## src/rtl/bs_pkg.sv

```systemverilog
`timescale 1ns/1ps
package bs_pkg;
  typedef enum logic {
    SW_PER_INSTR = 1'b0,
    SW_ON_STALL  = 1'b1
  } sw_mode_e;
endpackage

```

## src/rtl/bs_ctx.sv

```systemverilog
`timescale 1ns/1ps
// Per-thread context: program counter and memory-wait flag.
// Next-state values are exported so the picker sees this edge's updates.
module bs_ctx #(
  parameter int unsigned NTHR         = 4,
  parameter int unsigned PCW          = 16,
  parameter int unsigned TIDW         = 2,
  parameter int unsigned START_BASE   = 256,
  parameter int unsigned START_STRIDE = 256
) (
  input  logic                      clk,
  input  logic                      rst,
  input  logic                      upd_en,
  input  logic [TIDW-1:0]           upd_tid,
  input  logic                      upd_load,
  input  logic                      upd_branch,
  input  logic [PCW-1:0]            upd_target,
  input  logic                      ret_valid,
  input  logic [TIDW-1:0]           ret_tid,
  output logic [NTHR-1:0][PCW-1:0]  pc_nx,
  output logic [NTHR-1:0]           ready_nx
);
  logic [NTHR-1:0][PCW-1:0] pc_q;
  logic [NTHR-1:0]          wait_q;
  logic [NTHR-1:0]          wait_nx;

  for (genvar g = 0; g < NTHR; g++) begin : g_thr
    logic hit_upd;
    logic hit_ret;

    assign hit_upd = upd_en && (upd_tid == TIDW'(g));
    assign hit_ret = ret_valid && (ret_tid == TIDW'(g));

    always_comb begin
      pc_nx[g] = pc_q[g];
      if (hit_upd) begin
        pc_nx[g] = upd_branch ? upd_target : pc_q[g] + PCW'(1);
      end
    end

    // a load issued by this thread wins over a stray return
    always_comb begin
      wait_nx[g] = wait_q[g];
      if (hit_ret) wait_nx[g] = 1'b0;
      if (hit_upd && upd_load) wait_nx[g] = 1'b1;
    end

    always_ff @(posedge clk) begin
      if (rst) begin
        pc_q[g]   <= PCW'(START_BASE + g * START_STRIDE);
        wait_q[g] <= 1'b0;
      end else begin
        pc_q[g]   <= pc_nx[g];
        wait_q[g] <= wait_nx[g];
      end
    end
  end

  assign ready_nx = ~wait_nx;
endmodule

```

## src/rtl/bs_pick.sv

```systemverilog
`timescale 1ns/1ps
// Rotating-priority pick: first ready thread at or after 'start'.
module bs_pick #(
  parameter int unsigned NTHR = 4,
  parameter int unsigned TIDW = 2
) (
  input  logic [TIDW-1:0] start,
  input  logic [NTHR-1:0] ready,
  output logic            found,
  output logic [TIDW-1:0] pick
);
  always_comb begin
    found = 1'b0;
    pick  = '0;
    for (int k = 0; k < NTHR; k++) begin
      int idx;
      idx = int'(start) + k;
      if (idx >= int'(NTHR)) idx = idx - int'(NTHR);
      if (!found && ready[idx]) begin
        found = 1'b1;
        pick  = TIDW'(idx);
      end
    end
  end
endmodule

```

## src/rtl/barrel_sched.sv

```systemverilog
`timescale 1ns/1ps
module barrel_sched #(
  parameter int unsigned NTHR         = 4,
  parameter int unsigned PCW          = 16,
  parameter int unsigned START_BASE   = 256,
  parameter int unsigned START_STRIDE = 256,
  localparam int unsigned TIDW        = (NTHR > 1) ? $clog2(NTHR) : 1
) (
  input  logic            clk,
  input  logic            rst,
  input  logic            coarse_mode,
  input  logic            dec_load,
  input  logic            dec_branch,
  input  logic [PCW-1:0]  dec_target,
  input  logic            ret_valid,
  input  logic [TIDW-1:0] ret_tid,
  output logic            iss_valid,
  output logic [TIDW-1:0] iss_tid,
  output logic [PCW-1:0]  iss_pc
);
  import bs_pkg::*;

  localparam logic [TIDW-1:0] LAST_TID = TIDW'(NTHR - 1);

  sw_mode_e                 mode;
  logic [NTHR-1:0][PCW-1:0] pc_nx;
  logic [NTHR-1:0]          ready_nx;
  logic [TIDW-1:0]          start_q;
  logic [TIDW-1:0]          start_c;
  logic [TIDW-1:0]          after_cur;
  logic                     found;
  logic [TIDW-1:0]          pick;

  assign mode = sw_mode_e'(coarse_mode);

  bs_ctx #(
    .NTHR(NTHR), .PCW(PCW), .TIDW(TIDW),
    .START_BASE(START_BASE), .START_STRIDE(START_STRIDE)
  ) u_ctx (
    .clk        (clk),
    .rst        (rst),
    .upd_en     (iss_valid),
    .upd_tid    (iss_tid),
    .upd_load   (dec_load),
    .upd_branch (dec_branch),
    .upd_target (dec_target),
    .ret_valid  (ret_valid),
    .ret_tid    (ret_tid),
    .pc_nx      (pc_nx),
    .ready_nx   (ready_nx)
  );

  assign after_cur = (iss_tid == LAST_TID) ? '0 : iss_tid + TIDW'(1);

  // search origin: current thread on stall-switch, its successor otherwise,
  // and the previous origin after a bubble
  always_comb begin
    start_c = start_q;
    if (iss_valid) begin
      start_c = (mode == SW_ON_STALL) ? iss_tid : after_cur;
    end
  end

  bs_pick #(.NTHR(NTHR), .TIDW(TIDW)) u_pick (
    .start (start_c),
    .ready (ready_nx),
    .found (found),
    .pick  (pick)
  );

  always_ff @(posedge clk) begin
    if (rst) begin
      start_q   <= '0;
      iss_valid <= 1'b0;
      iss_tid   <= '0;
      iss_pc    <= '0;
    end else begin
      start_q   <= start_c;
      iss_valid <= found;
      iss_tid   <= pick;
      iss_pc    <= pc_nx[pick];
    end
  end
endmodule

```

## config.mk

```make
export PLATFORM = sky130hd
export DESIGN_NAME = barrel_sched
export DESIGN_NICKNAME = d
export VERILOG_FILES = /design/src/rtl/bs_pkg.sv /design/src/rtl/bs_ctx.sv /design/src/rtl/bs_pick.sv /design/src/rtl/barrel_sched.sv
export SDC_FILE = /design/constraint.sdc
export NUM_CORES = 1
export LEC_CHECK = 0
export BUFFER_PORTS_ARGS = -buffer_cell sky130_fd_sc_hd__buf_4
export CAP_MARGIN = 20
export CORE_ASPECT_RATIO = 0.8
export CORE_UTILIZATION = 40
export CTS_CLUSTER_SIZE = 24
export DETAILED_ROUTE_END_ITERATION = 6
export MAX_ROUTING_LAYER = met4
export PLACE_DENSITY_LB_ADDON = 0.12
export SLEW_MARGIN = 0
export SYNTH_ARGS = -nofsm -noshare
export SYNTH_HDL_FRONTEND = slang
export SYNTH_SLANG_ARGS = --single-unit
```

## constraint.sdc

```tcl
create_clock -name clk -period 4.88 [get_ports clk]
set_clock_uncertainty 0.1 [all_clocks]
set_input_delay 0 -clock clk [delete_from_list [all_inputs] [get_ports clk]]
set_output_delay 0 -clock clk [all_outputs]
set_load 0.02 [all_outputs]
```

After elaboration in Yosys (flattened, before gate mapping):

Index checks and enable logic that the tools add are counted.

* register bits: 89
* output and inout bits: 19

* $add $sub $neg: 12
* magnitude comparators: 9
* eq/ne operators: 6
* muxes and demuxes: 45
* bitwise gates (word level): 1
* reduce and logical (&&, ||, !) cells: 20

Operators with widths (number)
* $mux W16: 9
* $lt A32 B4 Y1 const B: 4
* $mux W32: 4
* $ge A32 B4 Y1 const B: 3
* $sub A32 B4 Y32 const B: 3
* $add A16 B1 Y16 const B: 4
* $bmux W16 S2: 1
* $mux W1: 20
* $logic_and A1 B1 Y1: 15
* $mux W2: 7
* $bmux W1 S2: 4
* $eq A2 B2 Y1 const B: 4
* $add A2 B2 Y3 const B: 2
* $eq A2 B1 Y1 const B: 2
* $logic_not A2 Y1: 2
* $not A4 Y4: 1
* $sub A2 B3 Y4 const B: 1
* $add A2 B1 Y3 const B: 1
* $ge A2 B3 Y1 const B: 1
* $logic_not A1 Y1: 3
* $lt A2 B3 Y1 const B: 1
* $add A2 B1 Y2 const B: 1

Longest topological paths before layout:

Gate-level depths: netlist of run 1.

* word-level depth: 21
* gate-level depth with buffers: 11
* depth with buffers taken out: 9

Hierarchy:

A second synthesis of run 1 with hierarchy kept.

* cell total of the unflattened synthesis: 726
* area total of the unflattened synthesis: 5813.1 um^2

By module, submodules not included
* bs_ctx: instances 1, cells an instance 617, area each 4634.4 um^2
* barrel_sched: instances 1, cells an instance 94, area each 1101.1 um^2
* bs_pick: instances 1, cells an instance 15, area each 77.6 um^2

Least setup slack after synthesis of run 1:

Ideal clock, no wire load.

* path type: reg-to-reg
* from: reg iss_tid[0]
* to: reg iss_pc[11]
* setup time: 117 ps
* arrival: 2564 ps
* slack: 2099 ps
* stages on the path, launching flop included: 11
* buffers on the path: 1
* clock period less this slack: 2781 ps
* path through: dfxtp_1 -> inv_1 -> ha_1 -> mux2_2 -> mux2i_2 -> nand3_1 -> a41o_1 -> nor2_4 -> buf_4 -> nand2_1 -> a32o_1

* word-level cells in the longest chain between the ends: 21

Ends and longest elaborated chain
* start: declaration: line barrel_sched.sv:18 `output logic [TIDW-1:0] iss_tid,`
* start signal: assignment: line barrel_sched.sv:80 `iss_tid <= pick;`
* branches (longest 19 deep; another with $sub A32 B4 Y32)
* $bmux W16 S2 *: line barrel_sched.sv:81 `iss_pc <= pc_nx[pick];`
* $mux W16 (not written as such) *: line barrel_sched.sv:81
* end signal: assignment: line barrel_sched.sv:81
* end: declaration: line barrel_sched.sv:19 `output logic [PCW-1:0] iss_pc`

Mark *: on every way between the ends. The select of a mux whose other input is x is not followed.
A chain may end at the register's enable or synchronous reset.

Final worst setup path of run 1:

* from: reg iss_tid[0]
* to: reg iss_pc[15]

Same word-level chain as after synthesis.

==> results of run 1 <==
-- power groups by stage --
stage	logic, W	clock network [W]	registers [W]
CTS	0.000575	0.000754	0.000851
detailed placement	0.000565	0	0.000867
global route	0.000634	0.000788	0.000861
finish	0.000587	0.000741	0.000854
global placement	0.000554	0	0.000866
floorplan	0.000398	0	0.000879
-- kinds of logic (layout without fill, tap and decap cells) --
| family | Yosys count | count (layout) | share of synthesized area |
|---|---|---|---|
| AOI/OAI and AO/OA | 211 | 211 | 0.280 |
| xor gates and xnor gates | 1 | 1 | 0.00169 |
| adders and majority gates | 8 | 8 | 0.0193 |
| buffers and inverters | 56 | 84 | 0.0467 |
| DFF | 89 | 89 | 0.343 |
| muxes | 44 | 44 | 0.0872 |
| and+or+nand+nor | 245 | 245 | 0.222 |
-- per-layer routing --
metal,up-vias,wire (um)
met2,195,7510
met3,23,1020
met4,0,259
met1,2488,7590
met5,-,0
li1,2524,-
-- through the flow --
step | cell area [um2] | utilization | instances
finish | 6010 | 0.483 | 853
CTS | 5990 | 0.482 | 852
detailed placement | 5530 | 0.445 | 823
global placement | 5530 | 0.445 | 823
floorplan | 5200 | - | 654
global route | 6010 | 0.483 | 853
-- Yosys cell counts, drive strengths merged, types with 6 or more instances --
| master | n |
|---|---|
| ha | 8 |
| o22a | 10 |
| and4 | 10 |
| mux2i | 40 |
| o221ai | 7 |
| buf | 10 |
| a41oi | 7 |
| dfxtp | 89 |
| o21ai | 36 |
| nand2 | 47 |
| nand3 | 24 |
| nand4 | 8 |
| a22o | 15 |
| a211oi | 6 |
| clkbuf | 35 |
| a21oi | 42 |
| a221oi | 14 |
| a311oi | 6 |
| nor4 | 6 |
| a31oi | 28 |
| inv | 11 |
| nor3 | 11 |
| nor2 | 102 |
| and3 | 14 |
| and2 | 9 |
| o22ai | 11 |
-- repair_timing --
action / CTS / global route
gates resized for setup: 0 / 0
endpoints found under the hold margin: 23 / 0
hold buffers: 14 / 0
-- state kept, by name (all words and copies together) (netlist names) --
signal        cells
iss_tid           2
start_q           2
iss_pc           16
u_ctx.wait_q      4
iss_valid         1
u_ctx.pc_q       64
-- worst max-delay path, cell delays in order, from the launching register on --
cell	delay [ps]
sky130_fd_sc_hd__dfxtp_1	390
sky130_fd_sc_hd__ha_1	280
sky130_fd_sc_hd__or3_1	400
sky130_fd_sc_hd__a31oi_1	500
sky130_fd_sc_hd__a221oi_2	90
sky130_fd_sc_hd__a31oi_1	290
sky130_fd_sc_hd__a211oi_2	210
sky130_fd_sc_hd__nor2_1	830
sky130_fd_sc_hd__a22o_1	270
-- cell type report --
type	instances	area share
clock inverter	2	0.00583
clock buffer	13	0.0467
tap	171	0.0356
multi-input combinational	509	0.528
timing repair buffer	58	0.0804
sequential	89	0.297
inverter	11	0.00687
-- worst max-delay path by stage --
stage               start          to  slack (ps)  cells after the start
2_1_floorplan  iss_tid[0]  iss_pc[11]        2100                     10
3_3_place_gp   iss_tid[0]  iss_pc[15]        1550                      8
3_5_place_dp   iss_tid[0]  iss_pc[13]        1410                      9
4_1_cts        iss_tid[0]  iss_pc[13]        1390                      9
5_1_grt        iss_tid[0]   iss_pc[8]        1280                      8
6_report       iss_tid[0]  iss_pc[15]        1470                      8
==> parameters.txt, run 1 <==
Parameter                              Value

Worst setup path
  Sort of element at the end of the critical path    flip-flop
  Required time worst endpoint    5070 ps
  Crit path arrival time    3600 ps
  Register-to-register setup slack    1470 ps
  Worst Reg2Reg Path Length in Cells    8
  Startpoint-to-endpoint class of the critical path    reg2reg
  Endpoint of the lowest-slack register-to-register path    iss_pc[15]
  Top fanout value on the critical path    14
  Crit Reg-Reg Startpoint    iss_tid[0]
  Critical Path Start Type    flip-flop

Drt
  Via total after detailed routing    5230
  Antenna-violating nets left    0
  Mean routed wirelength per cell    ~19 um
  Initial DRC count    590
  Count of unresolved DRC violations after routing    0
  Overall routed net length    16.4 mm
  Number of optimization iterations in the first detailed-route pass    6
  Ratio of routed vias to standard cells    between 6 and 7

Power
  Net switching fraction of the power    0.319
  Sequential fraction of design power    0.391
  Worst-case vdd ir drop    roughly 0.17 mV
  Leakage power of the design    2.30 nW
  Tot Pwr    0.00218 W
  Clk network pwr share    0.340
  Fraction of power consumed by combinational cells    0.269
  Pwr per Cell Area    ~360 nW/um2
  P_sw    0.000695 W
  Int Power    0.00149 W

STA
  Setup Total Neg Slack    0 ps
  Fin Hold WS    10.8 ps
  Final worst-path cycle share    0.699
  Worst path setup slack after routing    1470 ps
  Transition time of the tightest slew-check pin    approximately 1000 ps
  RSZ-0062 raised after global routing    false
  Final hold viol count    0
  Final Slew Violations    0
  Final setup violation count    0
  Max transition margin    0.301
  Period minus WS final    3410 ps
  Achievable Freq    293 MHz

Yosys
  Cell type with the largest total area after synthesis    sky130_fd_sc_hd__dfxtp_1
  Part of the Yosys area used for sequential elements    0.343
  Synthesized area per cell    7.95 um2
  Register bit count reported by yosys    89
  Number of library cell types mapped by synthesis    60
  Yosys warning count    0
  Number of enable flip-flop cells after synthesis    0
  Share of Yosys cell area claimed by the top area cell type    0.343
  Total nets after synthesis    686
  Commonest register cell after synthesis    sky130_fd_sc_hd__dfxtp_1
  Synthesized instance count    654
  Dominant cells by area after synthesis    sky130_fd_sc_hd__dfxtp_1, sky130_fd_sc_hd__mux2i_1, sky130_fd_sc_hd__nor2_1
  Cell area after technology mapping    5200 um2
  Fraction of synthesis flops using an asynchronous set or reset pin    0

Die
  Die Width    around 130 um
  Core Region    about 12000 um2
  Vertical die dimension    104 um
  Starting density of the core    0.418
  Rows    36
  Area of the die    13500 um2
  Top-level port count    43

GRT
  GR Layer Usage met2    0.389
  Largest net degree at the start of global routing    75
  Sum of overflow across all layers after global routing    0
  First-pass GRT wire length    25.0 mm
  Total GRT Usage    0.251
  Vias in the first global route    4519
  Met3 routing resource usage after global routing    0.0437
  GRT Max-Usage Layer    met2
  Met1 routing resource usage after global routing    0.337
  Number of antenna violations at the first check in global routing    0

Cells and area
  Fill cell total of the finished layout    1256
  Combined area of the multi-input logic cells    between 3000 and 4000 um2
  Synth-to-Final Area Change    15.6%
  Total Nets Final    710
  Most common cell after layout, fill and taps aside    sky130_fd_sc_hd__nor2_1
  Share of layout cells above drive strength 1    0.103
  Area occupied by registers    1780 um2
  Total inserted antenna cells    0
  Most frequent cells in the layout    sky130_fd_sc_hd__nor2_1, sky130_fd_sc_hd__dfxtp_1, sky130_fd_sc_hd__nand2_1, sky130_fd_sc_hd__buf_4, sky130_fd_sc_hd__a21oi_1

Clock tree
  Root buffer cell    sky130_fd_sc_hd__clkbuf_16
  Clock Tree Buf Depth    2
  Clock-pin slew on the worst setup and hold paths    60 ps
  Clock buffer count from CTS    9
  Insertion delay to the later sink of the worst-skew pair    340 ps
  Clock net sink count    ~90
  Total number of H-tree levels    3
  TritonCTS clock tree    yes
  Post-CTS Setup Bufs    0

Job
  Total of max-cap violations    0

Outcome
  Status    completed

Place
  Dpl ws    approximately 1400 ps
  Final estimated routing congestion in global placement    0.934
  Number of port buffers    42
  Post-DP HPWL    about 12 mm

Min path
  Hold Path Depth    4
  Hold endpoint    u_ctx.pc_q[26]
  Path category of the worst min-delay check    in2reg
  Worst hold start    dec_target[10]
No activity file was read; power rests on OpenSTA's default activity.
==> inputs of run 2 (changes only) <==
==> constraint.sdc (replaced) <==
create_clock -name clk -period 2.85 [get_ports clk]
set_clock_uncertainty 0.1 [all_clocks]
set_input_delay 0 -clock clk [delete_from_list [all_inputs] [get_ports clk]]
set_output_delay 0 -clock clk [all_outputs]
set_load 0.02 [all_outputs]
==> parameters.txt, run 2 (synthesis results as in run 1) <==
Parameter                              Value

Outcome
  Status    completed (unchanged)

Cells and area
  Flip-flop count of the largest register after layout    64 (unchanged)
  Top register by number of flip-flops    u_ctx.pc_q (unchanged)
  Total Nets Final    736 (was 710)
  Fill cell total of the finished layout    1231 (was 1256)
  Number of cells in the finished layout apart from fillers    880 (was 853)
  Most frequent cells in the layout    sky130_fd_sc_hd__nor2_1, sky130_fd_sc_hd__dfxtp_1, sky130_fd_sc_hd__buf_4, sky130_fd_sc_hd__nand2_1, sky130_fd_sc_hd__a21oi_1 (was sky130_fd_sc_hd__nor2_1, sky130_fd_sc_hd__dfxtp_1, sky130_fd_sc_hd__nand2_1, sky130_fd_sc_hd__buf_4, sky130_fd_sc_hd__a21oi_1)
  Total inserted antenna cells    0 (unchanged)
  Largest registers    u_ctx.pc_q x64, iss_pc x16, u_ctx.wait_q x4 (unchanged)
  Synth-to-Final Area Change    20.2% (was 15.6%)
  Cell area after layout    6250 um2 (was 6010 um2)
  Share of layout cells above drive strength 1    0.138 (was 0.103)
  Most common cell after layout, fill and taps aside    sky130_fd_sc_hd__nor2_1 (unchanged)

GRT
  Largest net degree at the start of global routing    75 (unchanged)
  First-pass GRT wire length    25.9 mm (was 25.0 mm)
  Total GRT Usage    0.260 (was 0.251)
  Vias in the first global route    4846 (was 4519)
  Sum of overflow across all layers after global routing    0 (unchanged)
  Number of antenna violations at the first check in global routing    0 (unchanged)

Die
  Core Region    12400 um2 (unchanged)
  Area of the die    13500 um2 (unchanged)
  Starting density of the core    0.418 (unchanged)
  Rows    36 (unchanged)
  Die Width    129 um (unchanged)
  Vertical die dimension    104 um (unchanged)
  Top-level port count    43 (unchanged)

STA
  Max transition margin    0.426 (was 0.301)
  Final hold viol count    0 (unchanged)
  RSZ-0062 raised after global routing    false (unchanged)
  Achievable Freq    367 MHz (was 293 MHz)
  Period minus WS final    2730 ps (was 3410 ps)
  Final setup violation count    0 (unchanged)
  Final worst-path cycle share    0.957 (was 0.699)
  Transition time of the tightest slew-check pin    861 ps (was 1040 ps)
  Final Slew Violations    0 (unchanged)

Place
  Post-DP HPWL    12.0 mm (was 11.7 mm)
  Number of port buffers    42 (unchanged)
  Total instance count after detailed placement    848 (was 823)
  Final estimated routing congestion in global placement    0.874 (was 0.934)
  DP Area    5740 um2 (was 5530 um2)

Worst setup path
  Worst Setup EP    iss_pc[14] (was iss_pc[15])
  Endpoint of the lowest-slack register-to-register path    iss_pc[14] (was iss_pc[15])
  Required time worst endpoint    2980 ps (was 5070 ps)
  Critical Path Start Type    flip-flop (unchanged)
  Dominant delay contributor by cell family on the critical path    compound AO/OA/AOI/OAI gates (unchanged)
  Sort of element at the end of the critical path    flip-flop (unchanged)
  Cell with the largest stage delay on the worst path    sky130_fd_sc_hd__or3_1 (was sky130_fd_sc_hd__nor2_1)
  Crit path arrival time    2860 ps (was 3600 ps)
  Critical path depth    9 (was 8)
  Worst Reg2Reg Path Length in Cells    9 (was 8)
  Startpoint-to-endpoint class of the critical path    reg2reg (unchanged)
  Launch point of the critical path    iss_tid[1] (was iss_tid[0])
  CP Cell Sequence    ha_1, or3_1, a31o_1, mux2_4, a221oi_4, nor2_4, buf_4, mux2i_1, a22o_1 (was ha_1, or3_1, a31oi_1, a221oi_2, a31oi_1, a211oi_2, nor2_1, a22o_1)
  Crit Reg-Reg Startpoint    iss_tid[1] (was iss_tid[0])
  Register-to-register setup slack    120 ps (was 1470 ps)
  Top fanout value on the critical path    11 (was 14)
  Critical path buffers and inverters    1 (was 0)
  Maximum single-stage delay on the critical path    390 ps (was 830 ps)

Clock tree
  Total number of H-tree levels    3 (unchanged)
  Clock buffer count from CTS    9 (unchanged)
  TritonCTS clock tree    yes (unchanged)
  Root buffer cell    sky130_fd_sc_hd__clkbuf_16 (unchanged)
  Insertion delay to the later sink of the worst-skew pair    340 ps (about the same)
  Clock net sink count    89 (unchanged)
  Clock-pin slew on the worst setup and hold paths    70 ps (was 60 ps)
  Clock Tree Buf Depth    2 (unchanged)

Drt
  Via total after detailed routing    5370 (was 5230)
  Mean routed wirelength per cell    19.0 um (was 19.2 um)
  Initial DRC count    389 (was 590)
  Count of unresolved DRC violations after routing    0 (unchanged)
  Overall routed net length    16.7 mm (was 16.4 mm)
  Ratio of routed vias to standard cells    6.10 (was 6.13)
  Antenna-violating nets left    0 (unchanged)
  Number of optimization iterations in the first detailed-route pass    4 (was 6)

Power
  Worst-case vdd ir drop    0.370 mV (was 0.172 mV)
  Leakage power of the design    2.45 nW (was 2.30 nW)
  Pwr per Cell Area    617 nW/um2 (was 363 nW/um2)

Min path
  Path category of the worst min-delay check    in2reg (unchanged)
  Worst hold start    dec_target[1] (was dec_target[10])

Job
  Total of max-cap violations    0 (unchanged)
-- run 2: cell count changes in the layout (fill, tap and decap cells not counted), sizes merged --
cell | before | now
bufinv | 1 | 2
inv | 11 | 12
clkinv | 1 | 2
dlygate4sd3 | 14 | 15
clkbuf | 13 | 9
buf | 44 | 69
clkinvlp | 0 | 2
-- run 2: what timing repair did --
action                                  in CTS  in global routing
hold buffers                                15                  0
endpoints found under the hold margin       26                  0
setup buffers                                0                  1
gates resized for setup                      1                  3
cloned                                       0                  0
pin swaps                                    0                  1
endpoints found under the setup margin       5                 14
-- run 2: metrics by stage --
| step | hold slack (ps) | power (W) | TNS (ps) | worst slack (ps) | utilization |
|---|---|---|---|---|---|
| after floorplan | 40.5 | 0.00219 | 0 | 69.1 | - |
| after global placement | 194 | 0.00252 | 0 | 91.6 | 0.462 |
| after detailed placement | 196 | 0.00254 | -77.9 | -34.0 | 0.462 |
| after CTS | 12.1 | 0.00386 | 0 | 67.9 | 0.500 |
| after global routing | 27.7 | 0.00403 | 0 | 14.9 | 0.503 |
| final | 7.98 | 0.00385 | 0 | 124 | 0.503 |
-- run 2: report_power, final --
part	internal [W]	total, W	switching (W)
logic	0.000482	0.00111	0.000627
clock network	0.000769	0.00129	0.000523
registers	0.00135	0.00145	0.000101
total	0.00260	0.00385	0.00125
-- run 2: routing by layer --
metal  share of wire  global-route usage
met5               0                   -
met2            0.44               0.378
met3           0.059              0.0427
met1            0.48               0.364
met4           0.021              0.0822
-- run 2: worst register-to-register path, cell delays in order, from the launching register on --
cell and delay, ps:
sky130_fd_sc_hd__dfxtp_1 350, sky130_fd_sc_hd__ha_1 200, sky130_fd_sc_hd__or3_1 390, sky130_fd_sc_hd__a31o_1 280, sky130_fd_sc_hd__mux2_4 340, sky130_fd_sc_hd__a221oi_4 310, sky130_fd_sc_hd__nor2_4 70, sky130_fd_sc_hd__buf_4 200
sky130_fd_sc_hd__mux2i_1 140, sky130_fd_sc_hd__a22o_1 250
-- run 2: area by class of cell --
class	count	area, um2	share of cell area
inverter	11	41.3	0.00661
clock inverter	7	93.8	0.0150
tap	171	214	0.0342
sequential	89	1780	0.285
timing repair buffer	84	693	0.111
clock buffer	9	225	0.0361
multi-input combinational	509	3200	0.512
-- run 2: worst min-delay path by stage --
stage / endpoint / cells after the start
final: u_ctx.pc_q[33] / 3
after CTS: u_ctx.pc_q[33] / 3
after detailed placement: u_ctx.pc_q[25] / 3
after floorplan: u_ctx.wait_q[3] / 2
after global placement: u_ctx.pc_q[25] / 3
after global routing: u_ctx.pc_q[33] / 3
==> inputs of run 3 (changes only) <==
--- a/config.mk
+++ b/config.mk
@@ -6,12 +6,11 @@
 export NUM_CORES = 1
 export LEC_CHECK = 0
 export BUFFER_PORTS_ARGS = -buffer_cell sky130_fd_sc_hd__buf_4
-export CAP_MARGIN = 20
-export CORE_ASPECT_RATIO = 0.8
+export CAP_MARGIN = 0
+export CORE_ASPECT_RATIO = 0.75
 export CORE_UTILIZATION = 40
 export CTS_CLUSTER_SIZE = 24
 export DETAILED_ROUTE_END_ITERATION = 6
-export MAX_ROUTING_LAYER = met4
 export PLACE_DENSITY_LB_ADDON = 0.12
 export SLEW_MARGIN = 0
 export SYNTH_ARGS = -nofsm -noshare
==> parameters.txt, run 3 (synthesis results as in run 1) <==
Parameter                              Value

Power
  Tot Pwr    0.00381 W (was 0.00385 W)
  Worst-case vdd ir drop    0.322 mV (was 0.370 mV)
  Pwr per Cell Area    613 nW/um2 (was 617 nW/um2)
  Leakage power of the design    2.44 nW (was 2.45 nW)

Die
  Vertical die dimension    101 um (was 104 um)
  Area of the die    13500 um2 (about the same)
  Rows    35 (was 36)
  Top-level port count    43 (unchanged)
  Starting density of the core    0.416 (was 0.418)
  Core Region    12500 um2 (was 12400 um2)
  Die Width    134 um (was 129 um)

STA
  Max transition margin    0.595 (was 0.426)
  Final Slew Violations    0 (unchanged)
  Setup Total Neg Slack    0 ps (unchanged)
  Transition time of the tightest slew-check pin    601 ps (was 861 ps)
  RSZ-0062 raised after global routing    false (unchanged)
  Final worst-path cycle share    0.955 (was 0.957)
  Final setup violation count    0 (unchanged)
  Achievable Freq    368 MHz (was 367 MHz)
  Final hold viol count    0 (unchanged)
  Period minus WS final    2720 ps (was 2730 ps)

Clock tree
  Root buffer cell    sky130_fd_sc_hd__clkbuf_16 (unchanged)
  Clock net sink count    89 (unchanged)
  Clock-pin slew on the worst setup and hold paths    60 ps (was 70 ps)
  Clock buffer count from CTS    9 (unchanged)
  Clock Tree Buf Depth    2 (unchanged)
  Post-CTS Setup Bufs    0 (unchanged)
  TritonCTS clock tree    yes (unchanged)
  Insertion delay to the later sink of the worst-skew pair    350 ps (was 340 ps)
  Total number of H-tree levels    3 (unchanged)

GRT
  Largest net degree at the start of global routing    51 (was 75)
  First-pass GRT wire length    26.2 mm (was 25.9 mm)
  Vias in the first global route    4697 (was 4846)
  Total GRT Usage    0.256 (was 0.260)
  Sum of overflow across all layers after global routing    0 (unchanged)
  Number of antenna violations at the first check in global routing    0 (unchanged)

Drt
  Ratio of routed vias to standard cells    6.22 (was 6.10)
  Count of unresolved DRC violations after routing    0 (unchanged)
  Initial DRC count    518 (was 389)
  Via total after detailed routing    5431 (was 5370)
  Number of optimization iterations in the first detailed-route pass    5 (was 4)
  Mean routed wirelength per cell    19.3 um (was 19.0 um)
  Antenna-violating nets left    0 (unchanged)
  Overall routed net length    16.8 mm (was 16.7 mm)

Cells and area
  Most frequent cells in the layout    sky130_fd_sc_hd__nor2_1, sky130_fd_sc_hd__dfxtp_1, sky130_fd_sc_hd__buf_4, sky130_fd_sc_hd__nand2_1, sky130_fd_sc_hd__a21oi_1 (unchanged)
  Most common cell after layout, fill and taps aside    sky130_fd_sc_hd__nor2_1 (unchanged)
  Synth-to-Final Area Change    19.6% (was 20.2%)
  Total Nets Final    735 (was 736)
  Total inserted antenna cells    0 (unchanged)
  Top register by number of flip-flops    u_ctx.pc_q (unchanged)
  Share of layout cells above drive strength 1    0.132 (was 0.138)
  Flip-flop count of the largest register after layout    64 (unchanged)
  Largest registers    u_ctx.pc_q x64, iss_pc x16, u_ctx.wait_q x4 (unchanged)

Worst setup path
  Startpoint-to-endpoint class of the critical path    reg2reg (unchanged)
  Crit path arrival time    2860 ps (about the same)
  Sort of element at the end of the critical path    flip-flop (unchanged)
  Maximum single-stage delay on the critical path    440 ps (was 390 ps)
  Top fanout value on the critical path    16 (was 11)
  Critical Path Start Type    flip-flop (unchanged)
  Cell with the largest stage delay on the worst path    sky130_fd_sc_hd__a31oi_1 (was sky130_fd_sc_hd__or3_1)
  Dominant delay contributor by cell family on the critical path    compound AO/OA/AOI/OAI gates (unchanged)
  Most used cell, CP    sky130_fd_sc_hd__a31oi_1
  Required time worst endpoint    2990 ps (was 2980 ps)
  Critical path buffers and inverters    1 (unchanged)
  CP Cell Sequence    ha_1, or3_1, a31oi_1, a221oi_2, a31oi_1, a211oi_2, and2b_1, buf_12, a32o_1 (was ha_1, or3_1, a31o_1, mux2_4, a221oi_4, nor2_4, buf_4, mux2i_1, a22o_1)

Place
  Final estimated routing congestion in global placement    0.888 (was 0.874)
  Post-DP HPWL    12.5 mm (was 12.0 mm)
  Number of port buffers    42 (unchanged)

Min path
  Path category of the worst min-delay check    in2reg (unchanged)

Job
  Total of max-cap violations    0 (unchanged)

Outcome
  Status    completed (unchanged)
-- run 3: changes by cell type in the layout (fill, tap and decap cells not counted) --
cell                            before  now
sky130_fd_sc_hd__nor2_4              2    1
sky130_fd_sc_hd__nor2_1            100  101
sky130_fd_sc_hd__clkinv_2            2    1
sky130_fd_sc_hd__clkbuf_8            0    4
sky130_fd_sc_hd__dlygate4sd3_1      15   16
sky130_fd_sc_hd__clkinvlp_4          2    0
sky130_fd_sc_hd__a32oi_1             3    4
sky130_fd_sc_hd__bufinv_16           2    1
sky130_fd_sc_hd__a32oi_2             1    0
sky130_fd_sc_hd__inv_6               1    0
sky130_fd_sc_hd__buf_4              67   65
-- run 3: worst paths after layout --
check / start / end / slack, ps / depth (start not counted)
max: iss_tid[1] / iss_pc[11] / 130 / 9
min: rst / u_ctx.pc_q[35] / 30 / 2
max reg2reg: iss_tid[1] / iss_pc[11] / 130 / 9
min reg2reg: u_ctx.pc_q[49] / u_ctx.pc_q[49] / 450 / 2
-- run 3: layer usage --
| metal | GRT usage | wire, um | vias to the layer above |
|---|---|---|---|
| met5 | 0 | 0 | - |
| met4 | 0.0778 | 259 | 0 |
| met3 | 0.0483 | 1220 | 21 |
| met2 | 0.397 | 7370 | 217 |
| met1 | 0.359 | 7970 | 2620 |
| li1 | - | - | 2573 |
-- run 3: per-stage QoR --
step / util / worst slack (ps) / std cells / hold WS (ps) / instance area [um2]
2_1_floorplan: - / 69.1 / 654 / 40.5 / 5200
3_3_place_gp: 0.459 / 188 / 842 / 190 / 5730
3_5_place_dp: 0.459 / 106 / 842 / 191 / 5730
4_1_cts: 0.497 / 104 / 873 / 7.20 / 6210
5_1_grt: 0.498 / 35.3 / 873 / 47.4 / 6220
6_report: 0.498 / 129 / 873 / 31.0 / 6220
-- run 3: repair_timing --
action,CTS,global route
setup endpoints to repair,0,1
hold endpoints to repair,29,0
resized for setup,0,1
hold buffers,16,0
-- run 3: power by group --
group / total (W) / switching [W] / leakage [nW] / internal [W]
combinational: 0.00109 / 0.000613 / 1.56 / 0.000474
sequential: 0.00145 / 0.0000989 / 0.724 / 0.00135
clock: 0.00127 / 0.000503 / 0.158 / 0.000770
-- run 3: layout make-up --
| type | count | area (um2) |
|---|---|---|
| tap | 166 | 208 |
| clock inverter | 2 | 35.0 |
| multi-input combinational | 509 | 3180 |
| fill | 1205 | 6260 |
| inverter | 11 | 41.3 |
| clock buffer | 13 | 280 |
| timing repair buffer | 83 | 688 |
| sequential | 89 | 1780 |
